**src/rtl/wa_pkg.sv**
```systemverilog
package wa_pkg;

  typedef struct packed {
    logic lo;
    logic hi;
  } wa_flags_t;

  typedef struct packed {
    logic use_lo;
    logic use_hi;
  } wa_route_t;

  function automatic logic wa_route(input wa_route_t sel, input wa_flags_t f);
    return (sel.use_hi & f.hi) | (sel.use_lo & f.lo);
  endfunction

endpackage

```
**src/rtl/wa_frame_timer.sv**
```systemverilog
module wa_frame_timer #(
  parameter int FRAME_EDGES = 16,
  parameter int SET_EDGE    = 12,
  parameter int CLR_EDGE    = 10
) (
  input  logic clk,
  input  logic rst_n,
  input  logic cs_fall,
  input  logic sclk_fall,
  output logic set_stb,
  output logic clr_stb
);
  localparam int CW = $clog2(FRAME_EDGES + 1);

  logic [CW-1:0] cnt_q, cnt_d;
  logic          cnt_en;
  logic          frame_full;

  assign frame_full = (cnt_q == CW'(FRAME_EDGES));
  assign cnt_en     = cs_fall | (sclk_fall & ~frame_full);

  always_comb begin
    cnt_d = cnt_q;
    if (cs_fall)
      cnt_d = '0;
    else if (sclk_fall && !frame_full)
      cnt_d = cnt_q + 1'b1;
  end

  always_ff @(posedge clk or negedge rst_n) begin
    if (!rst_n)
      cnt_q <= CW'(FRAME_EDGES);
    else if (cnt_en)
      cnt_q <= cnt_d;
  end

  assign set_stb = sclk_fall & ~cs_fall & (cnt_q == CW'(SET_EDGE - 1));
  assign clr_stb = sclk_fall & ~cs_fall & (cnt_q == CW'(CLR_EDGE - 1));

endmodule

```
**src/rtl/wa_thresh_bank.sv**
```systemverilog
module wa_thresh_bank #(
  parameter int NCH = 16,
  parameter int DW  = 12,
  localparam int CHW = (NCH > 1) ? $clog2(NCH) : 1
) (
  input  logic           clk,
  input  logic           rst_n,
  input  logic           wr_en,
  input  logic [CHW-1:0] wr_ch,
  input  logic           wr_is_high,
  input  logic [DW-1:0]  wr_val,
  input  logic [CHW-1:0] rd_ch,
  output logic [DW-1:0]  rd_hi,
  output logic [DW-1:0]  rd_lo
);
  logic [DW-1:0] hi_q [NCH];
  logic [DW-1:0] lo_q [NCH];

  for (genvar c = 0; c < NCH; c++) begin : g_ch
    logic sel, hi_en, lo_en;
    assign sel   = wr_en & (wr_ch == CHW'(c));
    assign hi_en = sel & wr_is_high;
    assign lo_en = sel & ~wr_is_high;

    always_ff @(posedge clk or negedge rst_n) begin
      if (!rst_n)
        hi_q[c] <= '1;
      else if (hi_en)
        hi_q[c] <= wr_val;
    end

    always_ff @(posedge clk or negedge rst_n) begin
      if (!rst_n)
        lo_q[c] <= '0;
      else if (lo_en)
        lo_q[c] <= wr_val;
    end
  end

  always_comb begin
    rd_hi = '1;
    rd_lo = '0;
    for (int c = 0; c < NCH; c++) begin
      if (rd_ch == CHW'(c)) begin
        rd_hi = hi_q[c];
        rd_lo = lo_q[c];
      end
    end
  end

endmodule

```
**src/rtl/wa_window_cmp.sv**
```systemverilog
module wa_window_cmp
  import wa_pkg::*;
#(
  parameter int DW = 12
) (
  input  logic [DW-1:0] sample,
  input  logic [DW-1:0] upper,
  input  logic [DW-1:0] lower,
  output wa_flags_t     viol
);
  always_comb begin
    viol.hi = (sample > upper);
    viol.lo = (sample < lower);
  end
endmodule

```
**src/rtl/wa_alarm_gen.sv**
```systemverilog
module wa_alarm_gen
  import wa_pkg::*;
#(
  parameter int NCH         = 16,
  parameter int DW          = 12,
  parameter int FRAME_EDGES = 16,
  parameter int SET_EDGE    = 12,
  parameter int CLR_EDGE    = 10,
  localparam int CHW = (NCH > 1) ? $clog2(NCH) : 1
) (
  input  logic           clk,
  input  logic           rst_n,
  input  logic           cs_fall,
  input  logic           sclk_fall,
  input  logic [CHW-1:0] conv_ch,
  input  logic [DW-1:0]  conv_data,
  input  logic           thr_we,
  input  logic [CHW-1:0] thr_ch,
  input  logic           thr_is_high,
  input  logic [DW-1:0]  thr_val,
  input  logic [1:0]     gpio0_src,
  input  logic [1:0]     gpio1_src,
  output logic           alarm_hi,
  output logic           alarm_lo,
  output logic           gpio0_alarm,
  output logic           gpio1_alarm
);
  // Reset: asserted asynchronously, released on a clock edge.
  logic [1:0] rst_pipe_q;
  logic       rst_n_s;

  always_ff @(posedge clk or negedge rst_n) begin
    if (!rst_n)
      rst_pipe_q <= 2'b00;
    else
      rst_pipe_q <= {rst_pipe_q[0], 1'b1};
  end
  assign rst_n_s = rst_pipe_q[1];

  logic          set_stb, clr_stb;
  logic [DW-1:0] lim_hi, lim_lo;
  wa_flags_t     viol;
  wa_flags_t     alm_q, alm_d;
  logic          alm_en;

  wa_frame_timer #(
    .FRAME_EDGES(FRAME_EDGES),
    .SET_EDGE   (SET_EDGE),
    .CLR_EDGE   (CLR_EDGE)
  ) u_timer (
    .clk      (clk),
    .rst_n    (rst_n_s),
    .cs_fall  (cs_fall),
    .sclk_fall(sclk_fall),
    .set_stb  (set_stb),
    .clr_stb  (clr_stb)
  );

  wa_thresh_bank #(
    .NCH(NCH),
    .DW (DW)
  ) u_bank (
    .clk       (clk),
    .rst_n     (rst_n_s),
    .wr_en     (thr_we),
    .wr_ch     (thr_ch),
    .wr_is_high(thr_is_high),
    .wr_val    (thr_val),
    .rd_ch     (conv_ch),
    .rd_hi     (lim_hi),
    .rd_lo     (lim_lo)
  );

  wa_window_cmp #(
    .DW(DW)
  ) u_cmp (
    .sample(conv_data),
    .upper (lim_hi),
    .lower (lim_lo),
    .viol  (viol)
  );

  assign alm_en = set_stb | clr_stb;

  always_comb begin
    alm_d = alm_q;
    if (set_stb)
      alm_d = viol;
    else if (clr_stb)
      alm_d = '0;
  end

  always_ff @(posedge clk or negedge rst_n_s) begin
    if (!rst_n_s)
      alm_q <= '0;
    else if (alm_en)
      alm_q <= alm_d;
  end

  assign alarm_hi    = alm_q.hi;
  assign alarm_lo    = alm_q.lo;
  assign gpio0_alarm = wa_route(wa_route_t'(gpio0_src), alm_q);
  assign gpio1_alarm = wa_route(wa_route_t'(gpio1_src), alm_q);

endmodule

```
**config.mk**
```make
export PLATFORM = sky130hd
export DESIGN_NAME = wa_alarm_gen
export DESIGN_NICKNAME = d
export VERILOG_FILES = /design/src/rtl/wa_pkg.sv /design/src/rtl/wa_frame_timer.sv /design/src/rtl/wa_thresh_bank.sv /design/src/rtl/wa_window_cmp.sv /design/src/rtl/wa_alarm_gen.sv
export SDC_FILE = /design/constraint.sdc
export NUM_CORES = 1
export LEC_CHECK = 0
export BUFFER_PORTS_ARGS = -buffer_cell sky130_fd_sc_hd__buf_4
export CAP_MARGIN = 5
export CORE_ASPECT_RATIO = 0.75
export CORE_MARGIN = 5
export CORE_UTILIZATION = 55
export CTS_BUF_LIST = sky130_fd_sc_hd__clkbuf_2 sky130_fd_sc_hd__clkbuf_4 sky130_fd_sc_hd__clkbuf_8
export DETAILED_ROUTE_END_ITERATION = 7
export GPL_TIMING_DRIVEN = 1
export PLACE_DENSITY = 0.71
export SYNTH_ARGS = -nofsm -noshare
export SYNTH_HDL_FRONTEND = slang
export SYNTH_SLANG_ARGS = --single-unit
```
**constraint.sdc**
```tcl
create_clock -name clk -period 33.5 [get_ports clk]
set_input_delay 1.675 -clock clk [delete_from_list [all_inputs] [get_ports clk]]
set_output_delay 1.675 -clock clk [all_outputs]
set_load 0.01 [all_outputs]
```
==> results of run 1 <==
## layer usage
metal / part of all wire / routed length, microns
met2: 0.45 / 24170
met3: 0.085 / 4526
met1: 0.44 / 23340
met5: 0 / 0
met4: 0.028 / 1479
## flip-flops by register name, summed over array words and instances (netlist names)
name           flops
rst_pipe_q         2
alarm_hi           1
alarm_lo           1
u_bank.hi_q      192
u_timer.cnt_q      5
u_bank.lo_q      192
## logic make-up (layout without fill, tap and decap cells)
family	after synthesis	after routing	share of synthesized area
xor+xnor	4	4	0.001786
mux	480	480	0.2869
simple gates	224	224	0.05732
flops	393	393	0.5135
buf+inv	150	200	0.04043
fa+ha+maj	26	26	0.01658
other cells	1	1	0.0001911
compound gates	252	252	0.08334
## placed cells by master (no fill, tap or decap), drive strengths merged, types with 8 or more instances in the layout
master    n
mux2    406
dfrtp   200
dfstp   193
clkbuf  100
buf      73
nor2     71
o21ai    64
a21oi    63
nand2    57
mux2i    49
o22ai    30
ha       26
mux4     25
inv      17
nand3    15
nor2b    12
nor3     11
nand4    10
clkinv   10
nand3b    8
o221ai    8
nand2b    8
## where the power goes
part	total, W	switching, W	internal (W)
clock network	0.000422	0.000190	0.000232
registers	0.000648	0.0000495	0.000598
logic	0.000218	0.000103	0.000115
## final timing paths
| path | from | endpoint | slack [ps] | cells past startpoint |
|---|---|---|---|---|
| min in group asynchronous | rst_pipe_q[1]$_DFF_PN0_ | u_bank.lo_q[72]$_DFFE_PN0P_ | 390 | 0 |
| hold / removal | rst_pipe_q[0]$_DFF_PN0_ | rst_pipe_q[1]$_DFF_PN0_ | 360 | 0 |
| hold reg to reg | rst_pipe_q[0]$_DFF_PN0_ | rst_pipe_q[1]$_DFF_PN0_ | 360 | 0 |
| max in group asynchronous | rst_pipe_q[1]$_DFF_PN0_ | u_bank.lo_q[8]$_DFFE_PN0P_ | 30720 | 2 |
| setup reg to reg | u_bank.lo_q[135]$_DFFE_PN0P_ | alarm_lo$_DFFE_PN0P_ | 30410 | 11 |
| setup / recovery | conv_ch[1] | alarm_lo$_DFFE_PN0P_ | 28300 | 13 |
## cell type report
class,instances,area [sq um]
Multi-Input combinational cell,987,8753
Sequential cell,393,10080
Tap cell,457,571.8
Clock inverter,10,50.05
Inverter,17,63.81
Fill cell,2757,13670
Timing Repair Buffer,73,564.3
Clock buffer,100,1239
## metrics by stage
step / cells / total power (W)
global route: 2037 / 0.001348
global placement: 1927 / 0.0008583
detailed placement: 1927 / 0.0008703
floorplan: 1530 / 0.0008041
finish: 2037 / 0.001288
CTS: 2037 / 0.001292
## worst max-delay path, stage by stage
cell and delay [ps]:
buf_4 490, buf_4 760, inv_1 620, o21ai_0 300
a21boi_0 200, o21ai_0 100, a31oi_1 240, ha_1 280
nand4_1 130, nor3_1 80, a2111oi_0 550, nand3_1 140
o21ai_1 150
==> summary by stage, run 1 <==
Run status
The run finished with clean final reports.

STA
At the pin with the least slew margin, the transition time is approximately 1300 ps. The final worst setup slack is approximately 28000 ps. The number of max-slew violations in the final report came to 0. The hold violation count in the final report came to 0. The worst path in the final design needs a cycle of 5196 ps, including I/O delays and setup. Clock skew on the completed layout was measured at 15.65 ps. The final hold slack is 356.8 ps. In this run the tightest slew margin relative to its limit is 0.1462.

Setup repair after global routing left no endpoint under its margin. Static timing analysis puts the maximum clock frequency at 192.5 MHz. The final setup violation count is 0. For the final routed database, the setup TNS stands at 0 ps. Of the available clock period, the critical path in the final layout requires 0.1551.

Drt
Summed over all layers, the routed wires come to 53520 microns. The number of design rule violations left after detail routing is 0. The first-pass detailed-route iteration total is 6. The residual antenna-violating net count after detailed routing is 0.

In the final routed layout, each cell accounts on average for 26.27 microns. The detailed-route via count is approximately 13000. The first routing iteration left 1260 violations. The detailed-route vias per instance is 6.543.

Floorplan
The placement row count is 59. The die is 173.6 microns tall. The floorplan step defined a die boundary enclosing 39590 sq um.

The starting density of the core is 0.5608. The floorplan step set the die width to 228.1 microns. The I/O pin count is 46. The placeable core region is approximately 35000 sq um.

Synthesis
The netlist area before placement is 19620 sq um. Dividing the synthesized area by the synthesized cell count gives 12.83 sq um. The number of flip-flops and latches in the synthesized netlist is a little under 400. For this run, the number of Yosys warnings is 0.

The number of different library cells in the post-synthesis netlist is 77. By count the netlist is led by mux2_2 (405), dfrtp_1 (200), dfstp_2 (193), nor2_1 (70), a21oi_1 (62). For this run, the register share of the synthesized area comes to 0.5135. In the post-synthesis netlist, the cell with the most instances is mux2_2. For this run, the leading register cell type out of synthesis is dfrtp_1. The share of synthesized area in the top cell type comes to 0.2584. The number of nets in the synthesized netlist is 1598. The largest total area in the synthesized netlist belongs to dfstp_2.

After synthesis, the cell types taking the most area are dfstp_2 (26%), dfrtp_1 (26%), mux2_2 (23%). The synthesized design contains 0 enable-type register cells. The synthesized instance count is roughly 1500. Of all flip-flops after synthesis, the portion carrying an async set or reset was 1.000.

Global routing
The wire length of the first global-routing pass is about 84000 microns. The initial antenna violation count is 0. For met2 alone, demand over resource in global routing was 0.4114. The via count of the first global-routing pass came to 13820.

The largest net degree at the start of global routing is between 150 and 200. The overflow left after global routing is 0. In the global route stage, met3 resource usage came out at 0.05764.

The met1 capacity usage during global routing is 0.3913. The most heavily used metal layer in global routing is met2. The all-layer global routing usage is 0.2687.

Clock tree
TritonCTS built the clock tree. Once the clock tree was built, the setup fixing pass inserted 0 buffers. The clock slew seen by the registers of the worst setup and hold paths is 70 ps. Once the clock tree was built, the resizer swapped 0 gates to a different size. The number of hold buffers added after CTS was 0. The tree is rooted in a clkbuf_8. The H-tree depth is 2. The maximum buffer depth of the clock tree is 3. For the worst-skew pair, the clock arrives at the later sink with an insertion delay of 630 ps. Buffers inserted during clock tree synthesis total 59. For this design, the sink count on the clock tree is about 390.

Worst setup path
STA puts the critical path data required time at 34050 ps. The path type of the worst setup path is in -> reg. The data arrival time of the worst path is 5750 ps. The critical path launch point type is a primary input.

The critical path capture point type is a flip-flop. In this run the worst path has a maximum fanout of 63.

Power and ir drop
IR analysis of the VDD net gives a maximum drop of 0.05226 mV. The analysis attributes to cell leakage a power of between 9 and 10 nW. The power density over the cells is 60.41 nW/um^2.

Finish
For this run, the share of the core covered by cells in the final layout is 0.6093. Once layout is done, the placed cells without fillers occupy 21320 sq um. At the end of the flow, the number of nets in the layout was 1599.

In the final layout, the share of cells above drive strength 1 is 0.5184. The area added between synthesis and finish is 8.659%. The number of antenna diodes in the final layout is 0.

Placement
The count of input and output buffers is 45. The placed instances occupy a cell area of ~20000 sq um. After legalization and detailed placement, the total HPWL measured ~34000 microns.

The worst-case setup slack after placement is 27770 ps. The final weighted congestion in routability-driven placement is just under 0.9.

Flow run
Across the run, the number of max-cap violations was 0.

Worst hold path
The class of the worst hold path is reg -> reg.
Note: power is estimated with default switching activity, not from simulation.
==> run 2, diff against run 1 <==
ABC_AREA = 1   (was default)
PLACE_DENSITY = 0.74   (was 0.71)
clock period = 4.69 ns   (was 33.5 ns; I/O delays follow)
==> run 2 against run 1 <==
  * Cell count rose by 22%
  * Area after synthesis fell by 10%
  * Sequential share of layout area rose by 4.5 points
  * Core utilization rose by 1.0 points
  * Hold slack got worse by 220 ps
  * Combinational power rose to 4.9 times the previous value
  * Critical endpoint is now alarm_hi$_DFFE_PN0P_
  * Register-to-register slack got worse by 29000 ps
  * Final area fell by 8.8%
  * Worst setup slack got worse by 27000 ps
  * Die area fell by 9.8%
==> summary by stage, run 2 <==
Drt
The first-pass detailed-route iteration total is 5 (-1). The DRC violation total after the first TritonRoute iteration is 1555 (+23%). The post-detailed-routing wire length came to 45160 microns (-16%). The detailed-route vias per instance is 5.768 (-12%).

The number of design rule violations left after detail routing is 0 (unchanged). The average wire length per cell after detail routing is 18.19 microns (-31%). The residual antenna-violating net count after detailed routing is 0 (unchanged).

The detailed-route via count is 14320 (+7.4%).

Synthesis
In the synthesized netlist, the cells that appear most often are nand2_1 (574), o21ai_0 (398), dfrtp_1 (200), dfstp_2 (193), nor2_1 (134). Among all flip-flop cells after synthesis, the most frequent one is dfrtp_1. Sorting the synthesized cells by area gives the leading types as dfstp_2 (29%), dfrtp_1 (28%), nand2_1 (12%).

The count of flip-flops with a built-in enable after synthesis was 0 (unchanged). The mean instance size in the synthesized netlist is 8.655 sq um (-33%). The synthesized instance count was 2034 (+33%). The number of different library cells in the post-synthesis netlist came to 39 (-49%). The most used standard cell by instance count after synthesis is nand2_1. The fraction of post-synthesis cell area in the top cell type by area came to 0.2881 (+0.02963). The number of warnings reported in the yosys synthesis log came to 0 (unchanged). The netlist area before placement is 17600 sq um (-10%).

The net count after synthesis is 2102 (+32%). The number of flip-flops and latches in the synthesized netlist is 393 (unchanged). The post-synthesis async set-or-reset flop share came to 1.000 (unchanged). The portion of the post-synthesis area used by sequential elements was 0.5724 (+0.05887). The cell taking the most area after synthesis is dfstp_2.

Floorplan
The floorplan die area is 35720 sq um (-9.8%). The height of the die is 164.9 microns (-5.0%). The placeable core region is 31390 sq um (-10%). The starting density of the core is 0.5608 (about the same). The I/O pin count is 46 (unchanged).

The placement row count came to 56 (-5.1%). The width of the die is 216.6 microns (-5.1%).

Worst setup path
The stage delay of the slowest cell on the critical path is 530 ps (-230 ps). The signal on the critical path passes through o22ai_1 > nor2_1 > o221ai_1 > nor4_1 > o21ai_1 > nor2_1 > o221ai_1 > nor2_1 > nand4_1 > ha_1 > a21oi_1 > o21ai_0 > nand4_1 > o2111ai_1 > a32o_1. On the critical path, the stage with the largest delay is an instance of dfstp_2.

By instance count, the cell type seen most on the critical path is nor2_1. The buffer and inverter count on the worst path is 0 (-3). The largest fanout of any net on the critical path is 2 (-97%). The worst setup path is of the reg -> reg kind. The source of the worst register-to-register timing path is u_bank.hi_q[185]$_DFFE_PN1P_.

The required arrival time at the worst endpoint is 5200 ps (-28850 ps). The first element of the critical path is u_bank.hi_q[185]$_DFFE_PN1P_. The data arrival time of the worst path is 3590 ps (-2160 ps). The worst setup path is captured at a flip-flop.

The cell family contributing the most delay on the critical path is compound AO/OA/AOI/OAI gates. The worst setup path is launched from a flip-flop.

Global routing
The via count of the first global-routing pass is 13740 (-0.54%). The largest net degree at the start of global routing was 128 (-23%). The initial antenna violation count is 0 (unchanged).

The all-layer global routing usage is 0.2561 (-0.01258). The wire length of the first global-routing pass is 73710 microns (-12%). The overflow left after global routing is 0 (unchanged).

STA
The final setup violation count is 0 (unchanged). The peak clock frequency supported by timing is 324.2 MHz. Setup repair after global routing left no endpoint under its margin.

The headroom to the max-slew limit came to 0.08172 (-0.06447). The clock tree skew after final layout is 17.11 ps (+1.465 ps). The slew at the pin closest to its max-slew limit is 1365 ps (+86.74 ps). The share of the cycle needed by the critical path after routing is 0.6576.

The worst path in the final design needs a cycle of 3084 ps, including I/O delays and setup. The number of max-slew violations in the final report is 0 (unchanged). The total negative slack for setup checks came to 0 ps (unchanged).

The hold violation count in the final report is 0 (unchanged).

Flow run
The count of max-cap constraint violations was 0 (unchanged).

Worst hold path
In this run the most critical hold path is launched from conv_data[8]. The class of the worst hold path is in -> reg.

Power and ir drop
The total power of the final layout is 0.008659 W (+570%). The power density over the cells is 445.2 nW/um^2 (+640%). The standby leakage power is 8.684 nW (-4.5%).

The maximum ir drop on the vdd rail came to 0.3067 mV (+490%).

Clock tree
The buffers inserted during post-CTS setup optimization was 0 (unchanged). The cell chosen for the clock root is clkbuf_8. The clock net sink count was 393 (unchanged). The clock slew seen by the registers of the worst setup and hold paths is 70 ps (about the same). The maximum buffer depth of the clock tree is 3 (unchanged). The H-tree depth is 2 (unchanged). TritonCTS built the clock tree.

The post-cts gate resize count is 0 (unchanged). The count of hold buffers inserted by post-cts repair came to 5 (+5). The clock latency at the later pin of the worst-skew pair was 620 ps (about the same). The number of clock buffers inserted by TritonCTS is 58 (-1.7%).

Placement
The half-perimeter wire length of the detailed placement result is 29470 microns (-13%). The final weighted congestion in routability-driven placement is 0.9155 (+2.9%). The count of input and output buffers is 45 (unchanged).

Finish
The fill cell instance count of the final layout is 2722 (-1.3%). The combined area of the multi-input logic cells was 6748 sq um (-23%). The footprint of the flip-flops and latches came to 10080 sq um (unchanged). The number of nets in the layout is 2097 (+31%). The layout cell share with drive strength beyond 1 is 0.1981 (-0.3203).

The area added between synthesis and finish is 10.50%. Leaving out fill and tap cells, the most frequent cell in the layout is nand2_1. The largest registers in the layout are u_bank.hi_q: 192 flops, u_bank.lo_q: 192 flops, u_timer.cnt_q: 5 flops. In the layout the commonest cells are nand2_1 (574), o21ai_0 (398), dfrtp_1 (199), dfstp_2 (193), nor2_1 (133).

Run status
The run finished with clean final reports.
## run 2: cell count changes after synthesis, moves of 22 or more
cell and delta:
nor2_1 +64, o21ai_0 +339, or2_2 +24, mux4_2 -25, mux2_2 -405, inv_1 +38
nand3_1 +61, buf_2 -42, nand4_1 +22, nand2_1 +518, clkbuf_1 +73, mux2i_1 -49
## run 2: area by class of cell
class	instances	share of cell area
Tap cell	406	0.02611
Clock buffer	94	0.06136
Multi-Input combinational cell	1436	0.3469
Sequential cell	393	0.5182
Timing Repair Buffer	72	0.02972
Antenna cell	1	0.0001286
Clock inverter	12	0.004502
Inverter	68	0.01312
## run 2: power by group
group	total [W]	internal [W]	switching [W]	leakage (nW)
combinational	0.00107	0.000417	0.000655	3.39
sequential	0.00459	0.00424	0.000353	4.61
clock	0.00300	0.00166	0.00134	0.688
## run 2: through the flow
stage / hold slack (ps) / area (sq um) / worst slack, ps / std cells / utilization
3_3_place_gp: 17.34 / 18120 / 1163 / 2370 / 0.5772
6_report: 135.8 / 19450 / 1606 / 2482 / 0.6197
5_1_grt: 145.3 / 19450 / 1347 / 2481 / 0.6196
4_1_cts: 95.08 / 19450 / 1659 / 2481 / 0.6196
2_1_floorplan: -61.09 / 17610 / 932.5 / 2034 / -
3_5_place_dp: 19.83 / 18120 / 1105 / 2370 / 0.5772
## run 2: tightest hold or removal path: stages
cell	delay (ps)
buf_4	120
ha_1	170
a311oi_1	90
nand2_1	60
nand2_1	40
## run 2: worst paths after layout
| kind | slack, ps | end | cells past startpoint |
|---|---|---|---|
| max in group asynchronous | 3380 | u_bank.lo_q[26]$_DFFE_PN0P_ | 1 |
| worst max-delay path | 1610 | alarm_hi$_DFFE_PN0P_ | 15 |
| worst max register to register | 1610 | alarm_hi$_DFFE_PN0P_ | 15 |
| worst min-delay path | 140 | alarm_lo$_DFFE_PN0P_ | 5 |
| min in group asynchronous | 410 | u_bank.hi_q[185]$_DFFE_PN1P_ | 0 |
| worst min register to register | 350 | rst_pipe_q[1]$_DFF_PN0_ | 0 |
## run 2: layer usage
metal / up-vias / part of all wire / global-route usage
li1: 6783 / - / -
met1: 6999 / 0.47 / 0.3750
met2: 455 / 0.43 / 0.3796
met3: 78 / 0.078 / 0.06689
met4: 0 / 0.020 / 0.07599
met5: - / 0 / 0
## run 2: logic make-up after synthesis
group	count (synthesis)	share of synthesized area
simple gates	883	0.2070
compound gates	526	0.1575
flops	393	0.5724
buf+inv	205	0.04449
fa+ha+maj	26	0.01848
other cells	1	0.0002130
